`src/rtl/lpm_pkg.sv`:
```
package lpm_pkg;

  typedef enum logic [1:0] {
    ST_RUN      = 2'd0,
    ST_PD_LOCK  = 2'd1,
    ST_PD_WAKE  = 2'd2,
    ST_WAKING   = 2'd3
  } lpmState_e;

  // Control -> datapath strobes
  typedef struct packed {
    logic enterStb;  // entering either sleep state this edge
    logic wakeStb;   // leaving wakeable sleep this edge
  } lpmStrobe_t;

  localparam int CAUSE_W   = 4;
  localparam int CAUSE_PIN = 0;
  localparam int CAUSE_RTC = 1;
  localparam int CAUSE_CAN = 2;
  localparam int CAUSE_I2C = 3;

endpackage

```
`src/rtl/lpm_datapath.sv`:
```
module lpm_datapath
  import lpm_pkg::*;
#(
  parameter int NUM_PINS      = 8,
  parameter int CLK_PERIOD_NS = 10,
  parameter int MIN_PULSE_NS  = 40,
  parameter int STAB_CYCLES   = 8
) (
  input  logic                 clk,
  input  logic                 rstN,
  input  lpmStrobe_t           stb,
  input  logic [NUM_PINS-1:0]  extIntPins,
  input  logic [NUM_PINS-1:0]  extIntEn,
  input  logic [NUM_PINS-1:0]  extIntPol,
  input  logic                 rtcIrq,
  input  logic                 canAct,
  input  logic                 i2cAct,
  input  logic                 regOffEn,
  input  logic [CAUSE_W-1:0]   causeClr,
  output logic                 pinsQuiet,
  output logic                 wakeReq,
  output logic                 stabDone,
  output logic                 regOffLatched,
  output logic [CAUSE_W-1:0]   cause,
  output logic                 wakeEvent,
  output logic                 ramEn
);

  localparam int FILT_CYCLES = (MIN_PULSE_NS + CLK_PERIOD_NS - 1) / CLK_PERIOD_NS;
  localparam int FILT_LIM    = (FILT_CYCLES < 1) ? 1 : FILT_CYCLES;
  localparam int FILT_W      = $clog2(FILT_LIM + 1);
  localparam int STAB_W      = (STAB_CYCLES > 1) ? $clog2(STAB_CYCLES) : 1;
  localparam logic [FILT_W-1:0] FILT_MAX  = FILT_W'(FILT_LIM);
  localparam logic [STAB_W-1:0] STAB_LOAD = STAB_W'(STAB_CYCLES - 1);

  logic [NUM_PINS-1:0] pinActive;
  logic [NUM_PINS-1:0] pinQual;
  logic [STAB_W-1:0]   stabCnt;
  logic [CAUSE_W-1:0]  causeSet;

  // Per-pin minimum-width filter
  for (genvar i = 0; i < NUM_PINS; i++) begin : g_filt
    logic [FILT_W-1:0] widthCnt;

    assign pinActive[i] = extIntEn[i] & (extIntPins[i] == extIntPol[i]);
    assign pinQual[i]   = (widthCnt == FILT_MAX);

    always_ff @(posedge clk or negedge rstN) begin
      if (!rstN) begin
        widthCnt <= '0;
      end else if (!pinActive[i]) begin
        widthCnt <= '0;
      end else if (widthCnt != FILT_MAX) begin
        widthCnt <= widthCnt + 1'b1;
      end
    end
  end

  assign pinsQuiet = ~|pinActive;
  assign wakeReq   = (|pinQual) | rtcIrq | canAct | i2cAct;

  always_comb begin
    causeSet            = '0;
    causeSet[CAUSE_PIN] = |pinQual;
    causeSet[CAUSE_RTC] = rtcIrq;
    causeSet[CAUSE_CAN] = canAct;
    causeSet[CAUSE_I2C] = i2cAct;
  end

  // Sticky cause bits: clear first, set wins
  always_ff @(posedge clk or negedge rstN) begin
    if (!rstN) begin
      cause <= '0;
    end else if (stb.wakeStb) begin
      cause <= (cause & ~causeClr) | causeSet;
    end else begin
      cause <= cause & ~causeClr;
    end
  end

  // Settling counter
  always_ff @(posedge clk or negedge rstN) begin
    if (!rstN) begin
      stabCnt <= '0;
    end else if (stb.wakeStb) begin
      stabCnt <= STAB_LOAD;
    end else if (stabCnt != '0) begin
      stabCnt <= stabCnt - 1'b1;
    end
  end

  assign stabDone = (stabCnt == '0);

  always_ff @(posedge clk or negedge rstN) begin
    if (!rstN) begin
      regOffLatched <= 1'b0;
      wakeEvent     <= 1'b0;
      ramEn         <= 1'b0;
    end else begin
      if (stb.enterStb) begin
        regOffLatched <= regOffEn;
      end
      wakeEvent <= stb.wakeStb;
      ramEn     <= 1'b1;
    end
  end

endmodule

```
`src/rtl/lpm_control.sv`:
```
module lpm_control
  import lpm_pkg::*;
(
  input  logic       clk,
  input  logic       rstN,
  input  logic       pdReq,
  input  logic       modeSel,
  input  logic       nmiLevel,
  input  logic       pinsQuiet,
  input  logic       wakeReq,
  input  logic       stabDone,
  input  logic       regOffLatched,
  output lpmStrobe_t stb,
  output lpmState_e  state,
  output logic       clkGate,
  output logic       regShutdown
);

  lpmState_e stateNxt;

  always_comb begin
    stateNxt = state;
    stb      = '0;
    unique case (state)
      ST_RUN: begin
        if (pdReq) begin
          if (!modeSel && !nmiLevel) begin
            stateNxt     = ST_PD_LOCK;
            stb.enterStb = 1'b1;
          end else if (modeSel && pinsQuiet) begin
            stateNxt     = ST_PD_WAKE;
            stb.enterStb = 1'b1;
          end
        end
      end
      ST_PD_LOCK: stateNxt = ST_PD_LOCK;
      ST_PD_WAKE: begin
        if (wakeReq) begin
          stateNxt    = ST_WAKING;
          stb.wakeStb = 1'b1;
        end
      end
      ST_WAKING: begin
        if (stabDone) begin
          stateNxt = ST_RUN;
        end
      end
      default: stateNxt = ST_RUN;
    endcase
  end

  always_ff @(posedge clk or negedge rstN) begin
    if (!rstN) begin
      state <= ST_RUN;
    end else begin
      state <= stateNxt;
    end
  end

  assign clkGate     = (state != ST_RUN);
  assign regShutdown = regOffLatched &&
                       ((state == ST_PD_LOCK) || (state == ST_PD_WAKE));

endmodule

```
`src/rtl/lpm_entry_ctrl.sv`:
```
module lpm_entry_ctrl
  import lpm_pkg::*;
#(
  parameter int NUM_PINS      = 8,
  parameter int CLK_PERIOD_NS = 10,
  parameter int MIN_PULSE_NS  = 40,
  parameter int STAB_CYCLES   = 8
) (
  input  logic                clk,
  input  logic                extRstN,
  input  logic                pdReq,
  input  logic                modeSel,
  input  logic                regOffEn,
  input  logic                nmiLevel,
  input  logic [NUM_PINS-1:0] extIntPins,
  input  logic [NUM_PINS-1:0] extIntEn,
  input  logic [NUM_PINS-1:0] extIntPol,
  input  logic                rtcIrq,
  input  logic                canAct,
  input  logic                i2cAct,
  input  logic [3:0]          causeClr,
  output logic                clkGate,
  output logic                regShutdown,
  output logic                wakeEvent,
  output logic [7:0]          status,
  output logic                ramEn,
  output logic                ramFreeze
);

  lpmStrobe_t         stb;
  lpmState_e          state;
  logic               pinsQuiet;
  logic               wakeReq;
  logic               stabDone;
  logic               regOffLatched;
  logic [CAUSE_W-1:0] cause;

  lpm_control u_ctrl (
    .clk           (clk),
    .rstN          (extRstN),
    .pdReq         (pdReq),
    .modeSel       (modeSel),
    .nmiLevel      (nmiLevel),
    .pinsQuiet     (pinsQuiet),
    .wakeReq       (wakeReq),
    .stabDone      (stabDone),
    .regOffLatched (regOffLatched),
    .stb           (stb),
    .state         (state),
    .clkGate       (clkGate),
    .regShutdown   (regShutdown)
  );

  lpm_datapath #(
    .NUM_PINS      (NUM_PINS),
    .CLK_PERIOD_NS (CLK_PERIOD_NS),
    .MIN_PULSE_NS  (MIN_PULSE_NS),
    .STAB_CYCLES   (STAB_CYCLES)
  ) u_dp (
    .clk           (clk),
    .rstN          (extRstN),
    .stb           (stb),
    .extIntPins    (extIntPins),
    .extIntEn      (extIntEn),
    .extIntPol     (extIntPol),
    .rtcIrq        (rtcIrq),
    .canAct        (canAct),
    .i2cAct        (i2cAct),
    .regOffEn      (regOffEn),
    .causeClr      (causeClr),
    .pinsQuiet     (pinsQuiet),
    .wakeReq       (wakeReq),
    .stabDone      (stabDone),
    .regOffLatched (regOffLatched),
    .cause         (cause),
    .wakeEvent     (wakeEvent),
    .ramEn         (ramEn)
  );

  assign status    = {cause, 2'b00, state};
  assign ramFreeze = ~ramEn;

endmodule

```
`config.mk`:
```
export PLATFORM = sky130hd
export DESIGN_NAME = lpm_entry_ctrl
export DESIGN_NICKNAME = d
export VERILOG_FILES = /design/src/rtl/lpm_pkg.sv /design/src/rtl/lpm_datapath.sv /design/src/rtl/lpm_control.sv /design/src/rtl/lpm_entry_ctrl.sv
export SDC_FILE = /design/constraint.sdc
export NUM_CORES = 1
export LEC_CHECK = 0
export BUFFER_PORTS_ARGS = -buffer_cell sky130_fd_sc_hd__buf_2
export CORE_ASPECT_RATIO = 1.75
export CORE_MARGIN = 4
export CORE_UTILIZATION = 53
export DETAILED_ROUTE_END_ITERATION = 16
export GPL_ROUTABILITY_DRIVEN = 0
export GPL_TIMING_DRIVEN = 0
export HOLD_SLACK_MARGIN = 0.08
export PLACE_DENSITY = 0.79
export SLEW_MARGIN = 20
export SYNTH_ARGS = -nofsm -noshare
export SYNTH_HDL_FRONTEND = slang
export SYNTH_HIERARCHICAL = 1
export SYNTH_SLANG_ARGS = --single-unit
```
`constraint.sdc`:
```
create_clock -name clk -period 2.4 [get_ports clk]
set_clock_uncertainty 0.15 [all_clocks]
set_input_delay 0.24 -clock clk [delete_from_list [all_inputs] [get_ports clk]]
set_output_delay 0.24 -clock clk [all_outputs]
set_load 0.01 [all_outputs]
```
==> results by group, run 1 <==
GRT
  – GRT Residual Overflow: 0
  – Initial antenna violation count: 0
  – First-pass GRT wire length: 6840 µm
  – GRT Total Usage: 18.5%
  – Number of global-route vias before repair: 1719
  – Largest net degree at the start of global routing: 37

Layout
  – Share of layout cells above drive strength 1: 21.9%
  – Commonest non-fill, non-tap cells in the layout: buf_2, nand2_1, dfrtp_1
  – Non-Filler Cell Area, Final: 0.00255 mm²
  – Ant diodes: 0
  – Final Net Count: 350
  – Commonest non-fill, non-tap cell in the layout: buf_2
  – Area Overhead vs Synth: 24.6%

Drt
  – ANT nets after route: 0
  – Vias: 1728
  – Initial drt markers: 20
  – DRT Pass-1 Iters: 4
  – Vias per cell: 5.11
  – WL final: 3980 µm
  – WL/cell: 11.8 µm
  – Residual DRC: 0

Worst setup path
  – CP Max Fanout: 8
  – Crit-path cells: inv_1, ha_1, a22oi_1, nand4_1, or4_4, and2_2, a211o_1
  – Arr. time, crit path: 2.29 ns
  – Crit path launch: u_dp/g_filt[2].widthCnt[0]$_DFFE_PN0P_
  – Kind of cell adding the most delay to the critical path: simple AND/OR/NAND/NOR gates
  – Worst EP required: 2.42 ns
  – Setup crit end: u_dp/stabCnt[1]$_DFFE_PN0P_
  – Crit start category: register
  – Crit Reg-Reg Startpoint: u_dp/g_filt[2].widthCnt[0]$_DFFE_PN0P_
  – Crit path capture type: register
  – Instance count on the critical path: 7
  – R2R cell count: 7
  – Slowest stage cell, crit path: or4_4
  – Max incr delay on CP: 0.46 ns
  – R2r endpoint: u_dp/stabCnt[1]$_DFFE_PN0P_
  – Worst Path Buf+Inv: 1
  – WS Path Type: register to register
  – Flop-to-flop setup slack: 0.12 ns

Pwr
  – Leak: 1.24 nW
  – P per Cell Area: 640 mW/mm²
  – Peak VDD IR: 0.496 mV

Placed design
  – Detailed Place HPWL: 3080 µm
  – Dpl cell area: 0.00234 mm²
  – Number of port buffers: 47

Clocking
  – Inserted Clock Buffers: 5
  – CTS tree: yes
  – CTS sink cnt: 36
  – Clock-pin transition on the worst setup and hold timing paths: 0.07 ns
  – H-tree depth reported by CTS: 2
  – CTS Buffer Depth: 2
  – Clk Latency, worst-skew pair: 0.28 ns
  – Clk root buf: clkbuf_8

Synthesis
  – Warnings from Yosys: 6
  – Netlist Area Pre-Place: 0.00205 mm²
  – Gate Count Post-Synth: 226
  – Ranking of synthesized cells by area: dfrtp_1, ha_1, xnor2_1
  – EDFF count, synth: 0
  – Top_reg_cell synth: dfrtp_1
  – Largest area contributor in the synthesized netlist: dfrtp_1
  – Yosys cell types: 29
  – Post-synthesis register bit count: 36
  – Synth top area share: 44.0%
  – Avg Cell Area, Syn: 9.06 µm²
  – Register area share after synthesis: 44.0%
  – Synth async-reset ratio: 100%

Floorplan
  – Initial Utilization: 55.9%
  – Die area: 0.00496 mm²
  – Die height: 90.2 µm
  – Std cell rows: 29
  – Num ports: 50
  – DIE WIDTH: 55.0 µm
  – Core Area: 0.00366 mm²

Timing
  – Unrepaired setup endpoints after global routing: false
  – Worst hold slack: 0.0971 ns
  – Tightest Pin Transition: 0.774 ns
  – Final hold vios: 0
  – Relative slew slack: 48.4%
  – # setup viols final: 0
  – Fin crit share: 94.8%
  – FMAX: 439 MHz
  – Fin. max-slew vios: 0
  – Final TNS setup: 0 ns
  – Final Critical Period: 2.28 ns

Status
  – Status: completed

Flow run
  – MaxCap Viol Count: 0

Min path
  – Hold/Removal Path Class: primary input to register
[sequential cells by signal, indices dropped and copies added (netlist names)]
register / flops
u_dp/g_filt.widthCnt: 24
u_dp/stabCnt: 3
u_dp/ramEn: 1
u_ctrl/state: 2
u_dp/regOffLatched: 1
u_dp/cause: 4
u_dp/wakeEvent: 1
[worst reg2reg max path, delay by kind of cell (launching register included)]
family / cells / cell delay [ns]
simple gates: 3 / 0.89
flops: 1 / 0.38
compound gates: 2 / 0.47
buf+inv: 1 / 0.05
fa+ha+maj: 1 / 0.23
[Yosys cell counts, drive strengths merged (2+ instances only)]
cell	number
a21oi	11
a22oi	8
and2	2
buf	2
conb	2
dfrtp	36
ha	22
inv	28
nand2	36
nand2b	2
nand3	9
nor2	27
nor3	8
o21ai	3
xnor2	17
[layer usage]
layer | up-vias | GRT usage (%) | share of wire (%)
met5 | - | 0 | 0
met4 | 0 | 7.71 | 1.9
met3 | 6 | 4.30 | 6.0
met2 | 47 | 34.4 | 56
met1 | 812 | 17.7 | 36
li1 | 863 | - | -
[per-stage QoR]
| stage | setup WS, ns | power (mW) | instances | utilization (%) |
|---|---|---|---|---|
| after global placement | 0.0801 | 1.10 | 320 | 63.9 |
| final | 0.124 | 1.63 | 338 | 69.6 |
| after CTS | 0.0605 | 1.65 | 336 | 69.1 |
| after detailed placement | 0.0637 | 1.12 | 320 | 63.9 |
| after global routing | 0.000143 | 1.73 | 338 | 69.6 |
| after floorplan | 0.328 | 0.989 | 227 | - |
[power breakdown]
group	leakage, nW	total (mW)	switching, mW	internal (mW)
Clock	0.0552	0.510	0.202	0.308
Combinational	0.705	0.411	0.213	0.197
Sequential	0.480	0.713	0.0434	0.669
[worst min path at each step]
stage / from / endpoint / slack (ns) / cells past startpoint
floorplan: extRstN / u_ctrl/state[0]$_DFFE_PN0P_ / -0.21 / 0
global placement: extRstN / u_dp/g_filt[6].widthCnt[1]$_DFFE_PN0P_ / 0.22 / 1
detailed placement: extRstN / u_dp/g_filt[6].widthCnt[0]$_DFFE_PN0P_ / 0.21 / 1
CTS: extIntEn[1] / u_dp/g_filt[1].widthCnt[0]$_DFFE_PN0P_ / 0.09 / 3
global route: causeClr[0] / u_dp/cause[0]$_DFF_PN0_ / 0.1 / 3
finish: extIntEn[1] / u_dp/g_filt[1].widthCnt[0]$_DFFE_PN0P_ / 0.1 / 3
[cell type report]
type | instances | area [µm²]
fillers | 326 | 1110
multi-input cells | 161 | 1030
flip-flops and latches | 36 | 901
repair buffers | 57 | 330
inverters | 28 | 105
clock buffers | 6 | 72.6
well taps | 46 | 57.6
clock inverters | 2 | 35.0
plain buffers | 2 | 15.0
[kinds of logic after synthesis]
family | count (synthesis) | share of synthesized area, %
AND/OR/NAND/NOR | 88 | 18.3
flip-flops | 36 | 44.0
AO/OA/AOI/OAI | 30 | 10.1
buffers and inverters | 30 | 5.87
adder cells (fa/ha/maj) | 22 | 13.4
XOR/XNOR | 17 | 7.27
other | 2 | 0.367
multiplexers | 1 | 0.550
[what timing repair did]
item | in CTS | in global routing
resized for setup | 0 | 2
endpoints found under the hold margin | 40 | 0
buffers inserted | 0 | 2
hold buffers | 8 | 0
endpoints found under the setup margin | 0 | 8
(Power assumes the default switching activity.)
==> run 2, diff against run 1 <==
--- a/config.mk
+++ b/config.mk
@@ -8,12 +8,13 @@
 export BUFFER_PORTS_ARGS = -buffer_cell sky130_fd_sc_hd__buf_2
 export CORE_ASPECT_RATIO = 1.75
 export CORE_MARGIN = 4
-export CORE_UTILIZATION = 53
+export CORE_UTILIZATION = 55
+export CTS_BUF_LIST = sky130_fd_sc_hd__clkbuf_2 sky130_fd_sc_hd__clkbuf_4 sky130_fd_sc_hd__clkbuf_8
 export DETAILED_ROUTE_END_ITERATION = 16
 export GPL_ROUTABILITY_DRIVEN = 0
 export GPL_TIMING_DRIVEN = 0
 export HOLD_SLACK_MARGIN = 0.08
-export PLACE_DENSITY = 0.79
+export PLACE_DENSITY = 0.82
 export SLEW_MARGIN = 20
 export SYNTH_ARGS = -nofsm -noshare
 export SYNTH_HDL_FRONTEND = slang
==> run 2 against run 1 <==
  * Sequential power is essentially flat
  * Wire length rose by 3.2%
  * Via count decreased by 1.9%
  * Global-route usage is 1.3 points higher
  * Register-to-register slack worse by 0.03 ns
  * Non-clock buffer count rose by 1
  * Sequential share of layout area decreased by 0.10 points
  * Core utilization grew 1.6 points
  * Cell count rose by 0.30%
  * Clock power shrank 13%
  * Critical endpoint unchanged
  * Largest power group unchanged
==> results by group, run 2 (same netlist as run 1, synthesis figures left out) <==
Drt
  – WL final: 4100 µm (+3.2%)
  – WL/cell: 12.1 µm (+2.9%)
  – Vias: 1696 (-1.9%)
  – DRT Pass-1 Iters: 4 (unchanged)
  – ANT nets after route: 0 (unchanged)
  – Residual DRC: 0 (unchanged)
  – Vias per cell: 5.00 (-2.1%)
  – Initial drt markers: 16 (-20%)

GRT
  – GRT Total Usage: 19.8% (+1.3 points)
  – Largest net degree at the start of global routing: 37 (unchanged)
  – First-pass GRT wire length: 6760 µm (-1.3%)
  – Number of global-route vias before repair: 1679 (-2.3%)
  – GRT Residual Overflow: 0 (unchanged)
  – Initial antenna violation count: 0 (unchanged)

Timing
  – Relative slew slack: 47.3% (-1.1 points)
  – # setup viols final: 0 (unchanged)
  – Final Critical Period: 2.31 ns (+0.0332 ns)
  – FMAX: 433 MHz (-1.4%)
  – Fin crit share: 96.2% (+1.4 points)
  – Final TNS setup: 0 ns (unchanged)
  – Unrepaired setup endpoints after global routing: false
  – Setup WS post-layout: 0.0912 ns (-0.0332 ns)
  – Tightest Pin Transition: 0.791 ns (+0.0171 ns)
  – Fin. max-slew vios: 0 (unchanged)
  – Final hold vios: 0 (unchanged)

Floorplan
  – DIE WIDTH: 54.1 µm (-1.6%)
  – Core Area: 0.00359 mm² (-2.0%)
  – Std cell rows: 29 (unchanged)
  – Initial Utilization: 57.0% (+1.1 points)
  – Die area: 0.00480 mm² (-3.2%)
  – Die height: 88.7 µm (-1.7%)
  – Num ports: 50 (unchanged)

Worst setup path
  – R2r endpoint: u_dp/stabCnt[1]$_DFFE_PN0P_
  – R2R cell count: 7 (unchanged)
  – Flop-to-flop setup slack: 0.09 ns (-0.03 ns)
  – Arr. time, crit path: 2.34 ns (+0.05 ns)
  – WS Path Type: register to register
  – Crit path capture type: register
  – Worst EP required: 2.43 ns (about the same)
  – CP Max Fanout: 8 (unchanged)
  – Crit start category: register
  – Crit Reg-Reg Startpoint: u_dp/g_filt[3].widthCnt[0]$_DFFE_PN0P_

Layout
  – Commonest non-fill, non-tap cell in the layout: buf_2
  – Area Overhead vs Synth: 25.0%
  – Layout Utilization: 71.2% (+1.6 points)
  – Commonest non-fill, non-tap cells in the layout: buf_2, nand2_1, dfrtp_1
  – Share of layout cells above drive strength 1: 22.5% (+0.61 points)
  – Ant diodes: 0 (unchanged)
  – Cell Count, Final, Fillers Out: 339 (+0.30%)
  – Largest registers: u_dp/g_filt.widthCnt: 24 flops, u_dp/cause: 4 flops, u_dp/stabCnt: 3 flops
  – Most flops, register: u_dp/g_filt.widthCnt
  – Number of flip-flops under the largest register name: 24 (unchanged)
  – Fillers: 296 (-9.2%)
  – Final Net Count: 351 (+0.29%)

Clocking
  – Clk root buf: clkbuf_8
  – Clk Latency, worst-skew pair: 0.29 ns (about the same)
  – Clock-pin transition on the worst setup and hold timing paths: 0.07 ns (about the same)
  – CTS tree: yes
  – CTS Buffer Depth: 2 (unchanged)
  – H-tree depth reported by CTS: 2 (unchanged)
  – CTS sink cnt: 36 (unchanged)
  – Inserted Clock Buffers: 5 (unchanged)

Pwr
  – Leak: 1.24 nW (-0.13%)
  – Logic pwr share: 26.1% (+1.0 points)
  – Internal power: 1.09 mW (-6.7%)
  – Power, Total: 1.57 mW (-4.1%)
  – Reg power frac: 45.4% (+1.8 points)
  – Sw frac: 30.1% (+2.0 points)
  – Clk network pwr share: 28.5% (-2.7 points)
  – P per Cell Area: 612 mW/mm² (-4.4%)
  – Peak VDD IR: 0.633 mV (+28%)
  – Sw Pwr: 0.471 mW (+2.7%)

Placed design
  – Placed cells: 320 (unchanged)
  – DP Worst Slack: 0.0192 ns (-0.0445 ns)
  – Detailed Place HPWL: 3150 µm (+2.3%)
  – Number of port buffers: 47 (unchanged)

Min path
  – WHS Endpoint: u_dp/g_filt[1].widthCnt[1]$_DFFE_PN0P_
  – Hold/Removal Path Class: primary input to register
  – Min-Delay Startpoint: extIntEn[1]
  – Hold path depth: 3 (unchanged)

Flow run
  – MaxCap Viol Count: 0 (unchanged)

Status
  – Status: completed
-- run 2: power groups by stage --
stage	Sequential (mW)	Combinational (mW)	Clock [mW]
floorplan	0.716	0.272	0
global placement	0.720	0.377	0
detailed placement	0.725	0.393	0
CTS	0.712	0.407	0.467
global route	0.720	0.471	0.487
finish	0.712	0.409	0.446
-- run 2: cell type report --
class                   instances  area, µm²  share of cell area [%]
repair buffers                 58        343                    13.4
multi-input cells             161       1040                    40.8
clock buffers                   7       83.8                    3.28
plain buffers                   2       15.0                   0.587
clock inverters                 1       8.76                   0.342
flip-flops and latches         36        901                    35.2
inverters                      28        105                    4.11
well taps                      46       57.6                    2.25
-- run 2: repair_timing --
action,4_1_cts,5_1_grt
setup endpoints to repair,0,6
resized for setup,0,4
hold buffers,10,0
buffers inserted,0,1
endpoints found under the hold margin,44,0
-- run 2: through the flow --
step / area [µm²] / hold slack [ns]
floorplan: 2050 / -0.206
global placement: 2340 / 0.224
detailed placement: 2340 / 0.222
CTS: 2540 / 0.0817
global route: 2560 / 0.0988
finish: 2560 / 0.0880
-- run 2: routing by layer --
metal / vias up / track usage [%] / share of wire (%)
li1: 855 / - / -
met5: - / 0 / 0
met1: 793 / 18.2 / 36
met4: 0 / 11.6 / 2.7
met3: 7 / 4.72 / 5.9
met2: 41 / 37.1 / 55
-- run 2: how the worst max path moves through the flow --
stage / startpoint / endpoint / slack (ns) / cells past startpoint
after detailed placement: u_dp/g_filt[3].widthCnt[0]$_DFFE_PN0P_ / u_dp/stabCnt[1]$_DFFE_PN0P_ / 0.02 / 7
after global routing: u_dp/g_filt[3].widthCnt[0]$_DFFE_PN0P_ / u_dp/stabCnt[1]$_DFFE_PN0P_ / 0.01 / 7
final: u_dp/g_filt[3].widthCnt[0]$_DFFE_PN0P_ / u_dp/stabCnt[1]$_DFFE_PN0P_ / 0.09 / 7
after global placement: u_dp/g_filt[3].widthCnt[0]$_DFFE_PN0P_ / u_dp/stabCnt[1]$_DFFE_PN0P_ / 0.07 / 7
after CTS: u_dp/g_filt[3].widthCnt[0]$_DFFE_PN0P_ / u_dp/stabCnt[1]$_DFFE_PN0P_ / 0.005 / 7
after floorplan: u_dp/g_filt[3].widthCnt[0]$_DFFE_PN0P_ / u_dp/stabCnt[1]$_DFFE_PN0P_ / 0.33 / 7
-- run 2: critical path, stage by stage, from the launching register on --
cell and delay (ns):
dfrtp_1 0.39, inv_1 0.07, ha_1 0.25, a22oi_2 0.22, nand4_1 0.16, or4_4 0.46, and2_2 0.26, a211o_1 0.24
==> run 3, diff against run 2 <==
--- a/config.mk
+++ b/config.mk
@@ -8,13 +8,13 @@
 export BUFFER_PORTS_ARGS = -buffer_cell sky130_fd_sc_hd__buf_2
 export CORE_ASPECT_RATIO = 1.75
 export CORE_MARGIN = 4
-export CORE_UTILIZATION = 55
+export CORE_UTILIZATION = 25
 export CTS_BUF_LIST = sky130_fd_sc_hd__clkbuf_2 sky130_fd_sc_hd__clkbuf_4 sky130_fd_sc_hd__clkbuf_8
 export DETAILED_ROUTE_END_ITERATION = 16
 export GPL_ROUTABILITY_DRIVEN = 0
 export GPL_TIMING_DRIVEN = 0
 export HOLD_SLACK_MARGIN = 0.08
-export PLACE_DENSITY = 0.82
+export PLACE_DENSITY = 0.43
 export SLEW_MARGIN = 20
 export SYNTH_ARGS = -nofsm -noshare
 export SYNTH_HDL_FRONTEND = slang
==> run 3 against run 2 <==
  * Worst setup slack better by 0.078 ns
  * Register-to-register slack better by 0.08 ns
  * First-iteration DRC count grew to 2.9 times the previous value
  * Die area is 100% higher
  * Clock-buffer cell count is 1 lower
  * Wire length is 8.2% higher
  * Largest power group unchanged
==> results by group, run 3 (same netlist as run 1, synthesis figures left out) <==
Layout
  – Number of flip-flops under the largest register name: 24 (unchanged)
  – Ant diodes: 0 (unchanged)
  – Final Net Count: 356 (+1.4%)
  – Share of layout cells above drive strength 1: 25.5% (+3.0 points)
  – Most flops, register: u_dp/g_filt.widthCnt
  – Area Overhead vs Synth: 31.2%
  – Largest registers: u_dp/g_filt.widthCnt: 24 flops, u_dp/cause: 4 flops, u_dp/stabCnt: 3 flops
  – Commonest non-fill, non-tap cell in the layout: buf_2
  – Commonest non-fill, non-tap cells in the layout: buf_2, nand2_1, dfrtp_1

Floorplan
  – Die height: 128 µm (+44%)
  – Core Area: 0.00796 mm² (+120%)
  – Die area: 0.00976 mm² (+100%)
  – Std cell rows: 43 (+48%)
  – Num ports: 50 (unchanged)
  – DIE WIDTH: 76.4 µm (+41%)
  – Initial Utilization: 25.7% (-31 points)

Drt
  – Residual DRC: 0 (unchanged)
  – Vias per cell: 4.31 (-14%)
  – ANT nets after route: 0 (unchanged)
  – WL/cell: 11.4 µm (-5.5%)
  – WL final: 4440 µm (+8.2%)
  – Initial drt markers: 47 (+31)
  – DRT Pass-1 Iters: 3 (-1)
  – Vias: 1673 (-1.4%)

Clocking
  – Clock-pin transition on the worst setup and hold timing paths: 0.07 ns (about the same)
  – Inserted Clock Buffers: 5 (unchanged)
  – CTS sink cnt: 36 (unchanged)
  – CTS Buffer Depth: 2 (unchanged)
  – Clk Latency, worst-skew pair: 0.29 ns (about the same)
  – Clk root buf: clkbuf_8
  – H-tree depth reported by CTS: 2 (unchanged)
  – CTS tree: yes

Timing
  – Fin crit share: 92.9% (-3.2 points)
  – Final TNS setup: 0 ns (unchanged)
  – Relative slew slack: 43.2% (-4.1 points)
  – Final Critical Period: 2.23 ns (-0.0780 ns)
  – Fin. max-slew vios: 0 (unchanged)
  – Unrepaired setup endpoints after global routing: false
  – FMAX: 448 MHz (+3.5%)
  – Final hold vios: 0 (unchanged)
  – # setup viols final: 0 (unchanged)
  – Tightest Pin Transition: 0.852 ns (+0.0612 ns)
  – Worst hold slack: 0.0926 ns (+0.00463 ns)

Placed design
  – Number of port buffers: 47 (unchanged)
  – Detailed Place HPWL: 3450 µm (+9.5%)

Min path
  – Hold/Removal Path Class: primary input to register

GRT
  – First-pass GRT wire length: 7710 µm (+14%)
  – Number of global-route vias before repair: 1763 (+5.0%)
  – GRT Residual Overflow: 0 (unchanged)
  – GRT Total Usage: 10.1% (-9.7 points)
  – GRT met1 Usage: 9.43% (-8.8 points)
  – Largest net degree at the start of global routing: 37 (unchanged)
  – Grt met2 use: 19.8% (-17 points)
  – Initial antenna violation count: 0 (unchanged)
  – GRT busiest layer: met2
  – Met3 usage: 2.46% (-2.3 points)

Status
  – Status: completed

Pwr
  – P per Cell Area: 592 mW/mm² (-3.4%)
  – Power, Total: 1.59 mW (+1.4%)
  – Peak VDD IR: 0.251 mV (-60%)
  – Leak: 1.26 nW (+2.1%)

Flow run
  – MaxCap Viol Count: 0 (unchanged)

Worst setup path
  – Worst Path Buf+Inv: 1 (unchanged)
  – Crit path capture type: register
  – Kind of cell adding the most delay to the critical path: compound AO/OA/AOI/OAI gates
  – Max incr delay on CP: 0.48 ns (+0.02 ns)
  – Crit-path cells: inv_1, ha_2, a22oi_2, nand4_1, or4_4, o221ai_4, a21oi_2, o32a_1
  – Arr. time, crit path: 2.25 ns (-0.09 ns)
  – Worst EP required: 2.42 ns (about the same)
  – CP Max Fanout: 4 (-4)
  – WS Path Type: register to register
  – Crit start category: register
  – Slowest stage cell, crit path: or4_4
==> run 3: report_power, final <==
group | switching, mW | leakage [nW] | total [mW] | internal, mW
clock | 0.223 | 0.0510 | 0.452 | 0.229
combinational | 0.218 | 0.734 | 0.427 | 0.210
sequential | 0.0402 | 0.480 | 0.709 | 0.669
==> run 3: worst register-to-register path, stage by stage, from the launching register on <==
cell,delay [ns]
dfrtp_1,0.37
inv_1,0.06
ha_2,0.21
a22oi_2,0.22
nand4_1,0.18
or4_4,0.48
o221ai_4,0.22
a21oi_2,0.06
o32a_1,0.18
==> run 3: layout make-up <==
cell class,instances,area (µm²)
fill,868,5280
inverter,28,105
timing repair buffer,63,383
multi-input combinational,161,1080
clock buffer,6,82.6
tap,90,113
clock inverter,2,10.0
sequential,36,901
buffer,2,15.0
==> run 3: repair_timing <==
action,in CTS,in global routing
hold endpoints to repair,43,0
gates resized for setup,3,9
pin swaps,1,1
buffers inserted,1,4
hold buffers,11,0
endpoints found under the setup margin,4,9
==> run 3: stage by stage <==
stage          instance area [µm²]  util (%)  setup WS, ns  instances
3_5_place_dp                  2400      30.1       -0.0489        364
6_report                      2690      33.7         0.169        388
3_3_place_gp                  2400      30.1       -0.0449        364
4_1_cts                       2620      32.9        0.0112        384
5_1_grt                       2690      33.7        0.0270        388
2_1_floorplan                 2050         -         0.328        227
==> run 3: path summary, 6_finish.rpt <==
path | start | endpoint | slack, ns | cells past startpoint
max in group asynchronous | extRstN | u_dp/ramEn$_DFF_PN0_ | 1.12 | 2
max reg2reg | u_dp/g_filt[3].widthCnt[0]$_DFFE_PN0P_ | u_ctrl/state[0]$_DFFE_PN0P_ | 0.17 | 8
max | u_dp/g_filt[3].widthCnt[0]$_DFFE_PN0P_ | u_ctrl/state[0]$_DFFE_PN0P_ | 0.17 | 8
min reg2reg | u_dp/stabCnt[1]$_DFFE_PN0P_ | u_dp/stabCnt[1]$_DFFE_PN0P_ | 0.34 | 1
min in group asynchronous | extRstN | u_dp/g_filt[6].widthCnt[0]$_DFFE_PN0P_ | 0.44 | 2
min | extIntEn[3] | u_dp/g_filt[3].widthCnt[0]$_DFFE_PN0P_ | 0.09 | 3
==> run 3: metal layers <==
layer	up-vias	routed length [µm]
met4	0	111
met5	-	0
met1	776	1690
met2	24	2510
li1	868	-
met3	5	135
